`config.mk`:
```
export PLATFORM = sky130hd
export DESIGN_NAME = lcpg_top
export DESIGN_NICKNAME = d
export VERILOG_FILES = /design/src/rtl/lcpg_pkg.sv /design/src/rtl/lcpg_prbs.sv /design/src/rtl/lcpg_seq.sv /design/src/rtl/lcpg_lane.sv /design/src/rtl/lcpg_top.sv
export SDC_FILE = /design/constraint.sdc
export NUM_CORES = 1
export LEC_CHECK = 0
export BUFFER_PORTS_ARGS = -buffer_cell sky130_fd_sc_hd__buf_2
export CAP_MARGIN = 20
export CORE_ASPECT_RATIO = 0.8
export CORE_MARGIN = 4
export CORE_UTILIZATION = 60
export DETAILED_ROUTE_END_ITERATION = 7
export PLACE_DENSITY = 0.77
export SYNTH_ARGS = -nofsm -noshare
export SYNTH_HDL_FRONTEND = slang
export SYNTH_HIERARCHICAL = 1
export SYNTH_SLANG_ARGS = --single-unit
```
`constraint.sdc`:
```
create_clock -name clk -period 7.48 [get_ports clk]
set_input_delay 0.374 -clock clk [delete_from_list [all_inputs] [get_ports clk]]
set_output_delay 0.374 -clock clk [all_outputs]
set_load 0.01 [all_outputs]
```
`src/rtl/lcpg_pkg.sv`:
```
`timescale 1ns/1ps
package lcpg_pkg;

    localparam int PRBS_W = 7;
    localparam int PRBS_TAP = 6;

    typedef enum logic [1:0] {
        PAT_PRBS7 = 2'b00,
        PAT_HALF  = 2'b01,
        PAT_DIV5  = 2'b10,
        PAT_COMP  = 2'b11
    } pat_e;

    typedef enum logic [2:0] {
        SQ_PRBS,
        SQ_HALF,
        SQ_DIV5,
        SQ_RUN,
        SQ_QUAD,
        SQ_ALT
    } sq_e;

    localparam int HALF_LEN  = 2;
    localparam int DIV5_LEN  = 10;
    localparam int RUN_LEN   = 10;
    localparam int RUN_REPS  = 3;
    localparam int QUAD_LEN  = 4;
    localparam int QUAD_REPS = 8;
    localparam int ALT_LEN   = 2;
    localparam int ALT_REPS  = 9;
    localparam int IDX_W     = 4;
    localparam int REP_W     = 4;

    function automatic logic [PRBS_W-1:0] lane_seed(
        input logic [PRBS_W-1:0] base,
        input logic [PRBS_W-1:0] step,
        input int                k
    );
        logic [PRBS_W-1:0] s;
        s = base + PRBS_W'(int'(step) * k);
        if (s == '0) s = PRBS_W'(1);
        return s;
    endfunction

endpackage

```
`src/rtl/lcpg_prbs.sv`:
```
`timescale 1ns/1ps
module lcpg_prbs #(
    parameter int               WIDTH = lcpg_pkg::PRBS_W,
    parameter int               TAP   = lcpg_pkg::PRBS_TAP,
    parameter logic [WIDTH-1:0] SEED  = '1
) (
    input  logic clk,
    input  logic rst_n,
    input  logic load,
    input  logic step,
    output logic bit_o
);
    logic [WIDTH-1:0] st_q;
    logic [WIDTH-1:0] cur;
    logic             fb;

    always_comb begin
        cur = load ? SEED : st_q;
        fb  = cur[WIDTH-1] ^ cur[TAP-1];
    end

    assign bit_o = cur[WIDTH-1];

    always_ff @(posedge clk or negedge rst_n) begin
        if (!rst_n) begin
            st_q <= SEED;
        end else if (step) begin
            st_q <= {cur[WIDTH-2:0], fb};
        end
    end
endmodule

```
`src/rtl/lcpg_seq.sv`:
```
`timescale 1ns/1ps
module lcpg_seq
    import lcpg_pkg::*;
(
    input  logic clk,
    input  logic rst_n,
    input  logic load,
    input  logic step,
    input  pat_e pat,
    output logic bit_o
);
    localparam logic [IDX_W-1:0] HALF_L = IDX_W'(HALF_LEN);
    localparam logic [IDX_W-1:0] DIV5_L = IDX_W'(DIV5_LEN);
    localparam logic [IDX_W-1:0] RUN_L  = IDX_W'(RUN_LEN);
    localparam logic [IDX_W-1:0] QUAD_L = IDX_W'(QUAD_LEN);
    localparam logic [IDX_W-1:0] ALT_L  = IDX_W'(ALT_LEN);
    localparam logic [REP_W-1:0] RUN_N  = REP_W'(RUN_REPS);
    localparam logic [REP_W-1:0] QUAD_N = REP_W'(QUAD_REPS);
    localparam logic [REP_W-1:0] ALT_N  = REP_W'(ALT_REPS);

    sq_e              st_q, cur_st, nxt_st;
    logic [IDX_W-1:0] idx_q, cur_idx, nxt_idx, unit_len;
    logic [REP_W-1:0] rep_q, cur_rep, nxt_rep;
    logic             unit_end;

    // Effective state for this cycle: a load jumps straight to the pattern start.
    always_comb begin
        if (load) begin
            unique case (pat)
                PAT_PRBS7: cur_st = SQ_PRBS;
                PAT_HALF:  cur_st = SQ_HALF;
                PAT_DIV5:  cur_st = SQ_DIV5;
                PAT_COMP:  cur_st = SQ_RUN;
                default:   cur_st = SQ_PRBS;
            endcase
            cur_idx = '0;
            cur_rep = '0;
        end else begin
            cur_st  = st_q;
            cur_idx = idx_q;
            cur_rep = rep_q;
        end
    end

    // Next state.
    always_comb begin
        unique case (cur_st)
            SQ_HALF: unit_len = HALF_L;
            SQ_DIV5: unit_len = DIV5_L;
            SQ_RUN:  unit_len = RUN_L;
            SQ_QUAD: unit_len = QUAD_L;
            SQ_ALT:  unit_len = ALT_L;
            default: unit_len = IDX_W'(1);
        endcase
        unit_end = (cur_idx == unit_len - IDX_W'(1));
        nxt_idx  = unit_end ? '0 : cur_idx + IDX_W'(1);
        nxt_st   = cur_st;
        nxt_rep  = cur_rep;
        if (unit_end) begin
            unique case (cur_st)
                SQ_RUN: begin
                    if (cur_rep == RUN_N - REP_W'(1)) begin
                        nxt_st  = SQ_QUAD;
                        nxt_rep = '0;
                    end else begin
                        nxt_rep = cur_rep + REP_W'(1);
                    end
                end
                SQ_QUAD: begin
                    if (cur_rep == QUAD_N - REP_W'(1)) begin
                        nxt_st  = SQ_ALT;
                        nxt_rep = '0;
                    end else begin
                        nxt_rep = cur_rep + REP_W'(1);
                    end
                end
                SQ_ALT: begin
                    if (cur_rep == ALT_N - REP_W'(1)) begin
                        nxt_st  = SQ_RUN;
                        nxt_rep = '0;
                    end else begin
                        nxt_rep = cur_rep + REP_W'(1);
                    end
                end
                default: begin
                    nxt_st  = cur_st;
                    nxt_rep = '0;
                end
            endcase
        end
    end

    // Output: the first half of every unit is high.
    always_comb begin
        unique case (cur_st)
            SQ_HALF: bit_o = (cur_idx < (HALF_L >> 1));
            SQ_DIV5: bit_o = (cur_idx < (DIV5_L >> 1));
            SQ_RUN:  bit_o = (cur_idx < (RUN_L  >> 1));
            SQ_QUAD: bit_o = (cur_idx < (QUAD_L >> 1));
            SQ_ALT:  bit_o = (cur_idx < (ALT_L  >> 1));
            default: bit_o = 1'b0;
        endcase
    end

    // State register.
    always_ff @(posedge clk or negedge rst_n) begin
        if (!rst_n) begin
            st_q  <= SQ_PRBS;
            idx_q <= '0;
            rep_q <= '0;
        end else if (step) begin
            st_q  <= nxt_st;
            idx_q <= nxt_idx;
            rep_q <= nxt_rep;
        end
    end
endmodule

```
`src/rtl/lcpg_lane.sv`:
```
`timescale 1ns/1ps
module lcpg_lane
    import lcpg_pkg::*;
#(
    parameter logic [PRBS_W-1:0] SEED = '1
) (
    input  logic clk,
    input  logic rst_n,
    input  logic en,
    input  logic restart,
    input  pat_e pat_sel,
    output logic bit_o,
    output logic vld_o
);
    pat_e mode_q;
    logic load, prbs_bit, seq_bit, nxt_bit;

    assign load = restart || (pat_sel != mode_q);

    lcpg_prbs #(
        .WIDTH (PRBS_W),
        .TAP   (PRBS_TAP),
        .SEED  (SEED)
    ) u_prbs (
        .clk   (clk),
        .rst_n (rst_n),
        .load  (load),
        .step  (en && (pat_sel == PAT_PRBS7)),
        .bit_o (prbs_bit)
    );

    lcpg_seq u_seq (
        .clk   (clk),
        .rst_n (rst_n),
        .load  (load),
        .step  (en),
        .pat   (pat_sel),
        .bit_o (seq_bit)
    );

    assign nxt_bit = (pat_sel == PAT_PRBS7) ? prbs_bit : seq_bit;

    always_ff @(posedge clk or negedge rst_n) begin
        if (!rst_n) begin
            mode_q <= PAT_PRBS7;
            bit_o  <= 1'b0;
            vld_o  <= 1'b0;
        end else if (en) begin
            mode_q <= pat_sel;
            bit_o  <= nxt_bit;
            vld_o  <= 1'b1;
        end else begin
            bit_o  <= 1'b0;
            vld_o  <= 1'b0;
        end
    end
endmodule

```
`src/rtl/lcpg_top.sv`:
```
`timescale 1ns/1ps
module lcpg_top
    import lcpg_pkg::*;
#(
    parameter int                LANES     = 4,
    parameter logic [PRBS_W-1:0] PRBS_SEED = 7'h7F,
    parameter logic [PRBS_W-1:0] SEED_STEP = 7'd23
) (
    input  logic             clk,
    input  logic             rst_n,
    input  logic             restart,
    input  logic [1:0]       pat_sel,
    input  logic [LANES-1:0] lane_en,
    output logic [LANES-1:0] lane_bit,
    output logic [LANES-1:0] lane_vld
);
    pat_e sel;
    assign sel = pat_e'(pat_sel);

    for (genvar k = 0; k < LANES; k++) begin : g_lane
        localparam logic [PRBS_W-1:0] LSEED = lane_seed(PRBS_SEED, SEED_STEP, k);
        lcpg_lane #(
            .SEED (LSEED)
        ) u_lane (
            .clk     (clk),
            .rst_n   (rst_n),
            .en      (lane_en[k]),
            .restart (restart),
            .pat_sel (sel),
            .bit_o   (lane_bit[k]),
            .vld_o   (lane_vld[k])
        );
    end
endmodule

```
# --- Word-level counts from Yosys, hierarchy flattened ---
# Cells that the tools add are included.
totals:
  register_bits: 88
  input_bits: 9
  output_inout_bits: 8
  elab_cells: 197
op_classes:
  addsub: 12
  magnitude_cmp: 12
  eq_ne: 43
  n_mux: 81
  n_bitwise: 4
  reduce_logical: 17
op_table:
  columns: ["operator", "count"]
  rows:
  - ["4-bit 2-to-1 mux", 28]
  - ["4-bit case mux with 3 select lines", 8]
  - ["3-bit 2-to-1 mux", 20]
  - ["3-bit case mux with 3 select lines", 4]
  - ["4-bit by 1-bit adder with 4-bit output (second input constant)", 8]
  - ["7-bit 2-to-1 mux", 4]
  - ["3-bit by 2-bit == test with 1-bit output (second input constant)", 8]
  - ["3-bit == test (second input constant)", 8]
  - ["4-bit by 2-bit == test with 1-bit output (second input constant)", 4]
  - ["4-bit by 3-bit == test with 1-bit output (second input constant)", 4]
  - ["4-bit == test", 4]
  - ["4-bit == test (second input constant)", 4]
  - ["4-bit by 1-bit < comparator with 1-bit output (second input constant)", 4]
  - ["4-bit by 2-bit < comparator with 1-bit output (second input constant)", 4]
  - ["4-bit by 3-bit < comparator with 1-bit output (second input constant)", 4]
  - ["2-bit OR reduction", 8]
  - ["4-bit by 1-bit subtractor with 4-bit output (second input constant)", 4]
  - ["3-bit by 1-bit == test with 1-bit output (second input constant)", 4]
  - ["1-bit 2-to-1 mux", 12]
  - ["1-bit case mux with 3 select lines", 4]
  - ["3-bit case mux with 4 select lines", 1]
  - ["2-bit inequality test", 4]
  - ["2-bit == test (second input constant)", 2]
  - ["1-bit logical AND", 4]
  - ["4 further kinds", 10]

# --- Longest topological paths before layout ---
depth:
  depth_word: 9
  mapped_depth: 12
  mapped_depth_nobuf: 11

# --- Hierarchy ---
# The synthesis kept the hierarchy.
by_module_without_submodules:
  columns: ["module", "n_inst", "cells_each", "area_each_um2", "seq_area_each_um2"]
  rows:
  - ["lcpg_seq", 4, 127, 1109.8, 275.3]
  - ["lcpg_lane", 4, 13, 175.2, 100.1]
  - ["lcpg_prbs (g_lane[3].u_lane.u_prbs)", 1, 29, 314.1, 177.7]
  - ["lcpg_prbs (g_lane[1].u_lane.u_prbs)", 1, 29, 307.8, 178.9]
  - ["lcpg_prbs (g_lane[2].u_lane.u_prbs)", 1, 30, 305.3, 180.2]
  - ["lcpg_prbs (g_lane[0].u_lane.u_prbs)", 1, 29, 299.0, 183.9]

# --- Worst setup path after synthesis ---
# Ideal clock, no wire load.
synth_timing:
  kind: "in2reg"
  from: "input port pat_sel[0]"
  to: "register g_lane[2].u_lane.u_seq.rep_q[3]"
  setup_ps: 133
  arrival_ps: 2638
  t_required_ps: 7347
  setup_slack_ps: 4709
  path_stages: 11
  path_buffers: 2
  cell_sequence: "xor2_1 -> or3_1 -> buf_6 -> clkbuf_1 -> nor2_1 -> ha_1 -> nand3b_1 -> o211ai_1 -> a211oi_1 -> a2111oi_0 -> o2bb2ai_1"
synth_via:
  elab_chain_cells: 9
  word_cells_on_any_way: 29
  cone_classes: "add/sub: 2; eq/ne: 13; mux: 10; reduce/logical: 4"
synth_lines:
  columns: ["element", "line_no", "text"]
  rows:
  - ["start, declared", "lcpg_top.sv:12", "input logic [1:0] pat_sel,"]
  - ["2-bit inequality test *", "lcpg_lane.sv:18", "assign load = restart || (pat_sel != mode_q);"]
  - ["1-bit logical OR *", "lcpg_lane.sv:18", null]
  - ["net g_lane[2].u_lane.load", "lcpg_lane.sv:16", "logic load, prbs_bit, seq_bit, nxt_bit;"]
  - ["3-bit 2-to-1 mux", "lcpg_seq.sv:28", "if (load) begin"]
  - ["3-bit == test, or another cell as far along", "lcpg_seq.sv:47, lcpg_seq.sv:60", null]
  - ["2-bit OR reduction (no source line)", null, null]
  - ["4-bit case mux with 3 select lines", "lcpg_seq.sv:47", "unique case (cur_st)"]
  - ["4-bit by 1-bit subtractor with 4-bit output", "lcpg_seq.sv:55", "unit_end = (cur_idx == unit_len - IDX_W'(1));"]
  - ["4-bit == test", "lcpg_seq.sv:55", null]
  - ["4-bit 2-to-1 mux *", "lcpg_seq.sv:59", "if (unit_end) begin"]
  - ["end signal, assigned", "lcpg_seq.sv:114", "rep_q <= nxt_rep;"]
  - ["end, declared", "lcpg_seq.sv:23", "logic [REP_W-1:0] rep_q, cur_rep, nxt_rep;"]
# Mark *: on every way through the listed nets, which the timed path passes. The rest lies on a longest branch. The select of a mux whose other input is x is not followed.
# A chain may end at the register's enable or synchronous reset.

# --- Worst setup path in the final report ---
layout_timing:
  from: "input port pat_sel[0]"
  to: "register g_lane[3].u_lane.u_seq.rep_q[3]"
layout_via:
  elab_chain_cells: 9
  word_cells_on_any_way: 29
  cone_classes: "add/sub: 2; eq/ne: 13; mux: 10; reduce/logical: 4"
layout_lines:
  columns: ["element", "line_no"]
  rows:
  - ["2-bit inequality test *", "lcpg_lane.sv:18"]
  - ["1-bit logical OR *", "lcpg_lane.sv:18"]
  - ["net g_lane[3].u_lane.load", "lcpg_lane.sv:16"]
  - ["3-bit 2-to-1 mux", "lcpg_seq.sv:28"]
  - ["3-bit == test, or another cell as far along", "lcpg_seq.sv:47, lcpg_seq.sv:60"]
  - ["2-bit OR reduction (no source line)", null]
  - ["4-bit case mux with 3 select lines", "lcpg_seq.sv:47"]
  - ["4-bit by 1-bit subtractor with 4-bit output", "lcpg_seq.sv:55"]
  - ["4-bit == test", "lcpg_seq.sv:55"]
  - ["4-bit 2-to-1 mux *", "lcpg_seq.sv:59"]
  - ["end signal, assigned", "lcpg_seq.sv:114"]
  - ["end, declared", "lcpg_seq.sv:23"]
# Marked as above.

==> results.py <==
metrics = {
    "setup_path": {
        "arrival_ns": 3.83,
        "required_ns": 7.68,
        "path_class": "input pin to register",
        "worstPathMaxFanout": 40,
        "worstSetupStartpointType": "input pin",
        "critPathCaptureType": "register",
    },
    "drt": {
        "drcViolationCount": 0,
        "viasPerCell": 6.26,
        "num_vias": 5194,
        "ant_nets": 0,
        "drt_iter0_markers": 622,
        "wire_per_inst_um": 16.9,
        "totalWireLength_mm": 14.0,
        "first_pass_iters": 5,
    },
    "yosys": {
        "syn_area_um2": 6370,
        "async_reset_ff_share_pct": 100,
        "yosys_most_used_dff": "dfrtp_1",
        "synth_nets": 706,
        "ys_types": 67,
        "ys_seq_area_share_pct": 34.9,
        "synth-seq-cells": 88,
        "syn_inst": 677,
        "syn_area_per_cell_um2": 9.40,
        "yosysWarnings": 6,
        "synth-edff-count": 0,
    },
    "die": {
        "core_area_um2": 10300,
        "boundaryPins": 17,
        "dieArea_um2": 12300,
        "die_h_um": 100,
        "placementRows": 33,
        "die_w_um": 123,
        "initial_utilization_pct": 61.7,
    },
    "run": {
        "cap_violations": 0,
    },
    "global_route": {
        "grt_usage_pct": 23.7,
        "gr-total-overflow": 0,
        "grt_pass1_vias": 4884,
        "grt_pass1_wl_mm": 23.8,
        "antenna_found_initial": 0,
        "grt_max_degree": 54,
    },
    "clock_tree": {
        "cts_max_level": 3,
        "cts_tree": "done",
        "cts-resized-gates": 0,
        "cts-buffers-inserted": 9,
        "cts_buffer_depth": 2,
        "cts.sinks": 88,
        "holdBufCountCts": 1,
        "path_clk_slew_ns": 0.06,
        "clkLatencyLatePin_ns": 0.34,
        "post-cts-setup-buffers": 0,
        "cts_root_buffer": "clkbuf_16",
    },
    "timing": {
        "fin_crit_ns": 3.63,
        "worst_slack_ns": 3.85,
        "hold_viol_final": 0,
        "skew_ns": 0.00491,
        "slew_headroom_pct": 30.1,
        "rsz0062_at_grt": "false",
        "max_freq_mhz": 276,
        "worstMarginPinSlew_ns": 1.05,
        "finalSetupViolations": 0,
        "slew_violations": 0,
        "timing.final.crit_share_pct": 48.5,
        "setup_tns_ns": 0,
    },
    "pwr": {
        "p_leak_uw": 0.00263,
        "peakVddDrop_v": 0.000131,
        "power.density_nw_per_um2": 181,
    },
    "hold_path": {
        "hold_path.class": "input pin to register",
    },
    "cells_and_area": {
        "fillers": 846,
        "seq_area_um2": 2220,
        "multi_input_area_um2": 3700,
        "drive_gt1_share_pct": 19.9,
        "nets": 714,
        "syn2layout_area_growth_pct": 5.52,
        "final_area_um2": 6720,
        "final_core_util_pct": 65.1,
        "n_antenna_cell": 0,
    },
    "place": {
        "gp_congestion": 0.916,
        "placed_area_um2": 6430,
        "hpwl_mm": 9.32,
        "portBuffers": 16,
        "pre_cts_ws_ns": 3.60,
    },
    "run_status": {
        "status": "complete, no violations",
    },
}
-- cell usage after synthesis, types with 12 or more instances --
cell type	n	area, µm²
nor3b_1	20	150
a21oi_1	34	170
a211oi_1	16	120
inv_1	50	188
ha_1	20	250
o2bb2ai_1	16	140
dfrtp_1	72	1800
buf_6	16	180
nand4b_1	12	105
dfstp_2	16	420
nor2_1	57	214
nor3_1	20	100
nand2_1	52	195
nand3_1	12	60.1
o21ai_0	27	135
-- sequential cells by signal (all words and copies together) (netlist names) --
register	cells
g_lane.u_lane/u_seq/idx_q	16
g_lane.u_lane/mode_q	8
g_lane.u_lane/u_seq/st_q	12
g_lane.u_lane/u_seq/rep_q	16
g_lane.u_lane/u_prbs/st_q	28
g_lane.u_lane/vld_o	4
g_lane.u_lane/bit_o	4
-- stage by stage --
step,power (µW),hold WS (ns),std cells
floorplan,756,0.0784,677
global placement,802,0.359,811
detailed placement,811,0.369,811
CTS,1230,0.340,828
global route,1280,0.352,830
finish,1220,0.360,830
-- cell type report --
class                      count  area share, %
clock buffer                  12           3.67
clock inverter                 4          0.335
inverter                      55           3.07
multi-input combinational    506           55.0
sequential                    88           33.1
tap                          140           2.61
timing repair buffer          25           2.20
-- routing by layer --
metal	GRT usage (%)	wire, µm
met1	34.9	6710
met2	35.0	6260
met3	5.30	882
met4	7.32	178
met5	0	0
-- final timing paths --
check | startpoint | endpoint | slack (ns) | depth (start not counted)
max | pat_sel[0] | g_lane[3].u_lane/u_seq/rep_q[3] | 3.85 | 12
min reg2reg | g_lane[1].u_lane/u_prbs/st_q[4] | g_lane[1].u_lane/u_prbs/st_q[4] | 0.49 | 2
max reg2reg | g_lane[3].u_lane/mode_q[0] | g_lane[3].u_lane/u_seq/rep_q[3] | 4.12 | 11
min in group asynchronous | rst_n | g_lane[0].u_lane/u_seq/st_q[0] | 0.54 | 2
min | lane_en[2] | g_lane[2].u_lane/vld_o | 0.36 | 1
max in group asynchronous | rst_n | g_lane[2].u_lane/u_prbs/st_q[1] | 5.89 | 3
-- worst max-delay path, stage by stage --
cell and delay [ns]:
buf_2 0.60, xor2_1 0.14, or3_1 0.79, inv_1 0.36, nand2_1 0.15, inv_1 0.08
ha_1 0.20, nand3b_1 0.11, o211ai_1 0.27, a211oi_1 0.12, a2111oi_0 0.48, o2bb2ai_1 0.13
-- where the power goes --
group / switching, µW / leakage, µW / total [µW] / internal [µW]
clock network: 177 / 0.000132 / 409 / 232
registers: 49.3 / 0.00107 / 564 / 515
logic: 143 / 0.00142 / 243 / 99.5
-- logic make-up (layout without fill, tap and decap cells) --
family | after synthesis | in the layout | synth area share (%)
simple gates | 266 | 266 | 25.1
compound gates | 184 | 184 | 22.8
flops | 88 | 88 | 34.9
buf+inv | 83 | 96 | 7.02
xor+xnor | 24 | 24 | 4.25
fa+ha+maj | 20 | 20 | 3.93
mux | 12 | 12 | 2.04
-- placed cells by master, fill, tap and decap left out, drive strengths merged, types with 9 or more instances in the layout --
master,netlist,layout
nand3b,11,11
ha,20,20
dfstp,16,16
nand3,16,16
o31ai,9,9
nor3,24,24
clkbuf,8,12
o21ai,27,27
nor2,59,59
nand2b,15,15
a21oi,38,38
nor3b,24,24
dfrtp,72,72
nand4b,12,12
nand2,52,52
buf,20,24
a211oi,20,20
nor2b,10,10
xnor2,16,16
inv,51,51
o2bb2ai,16,16
Note: power is estimated with default switching activity, not from simulation.
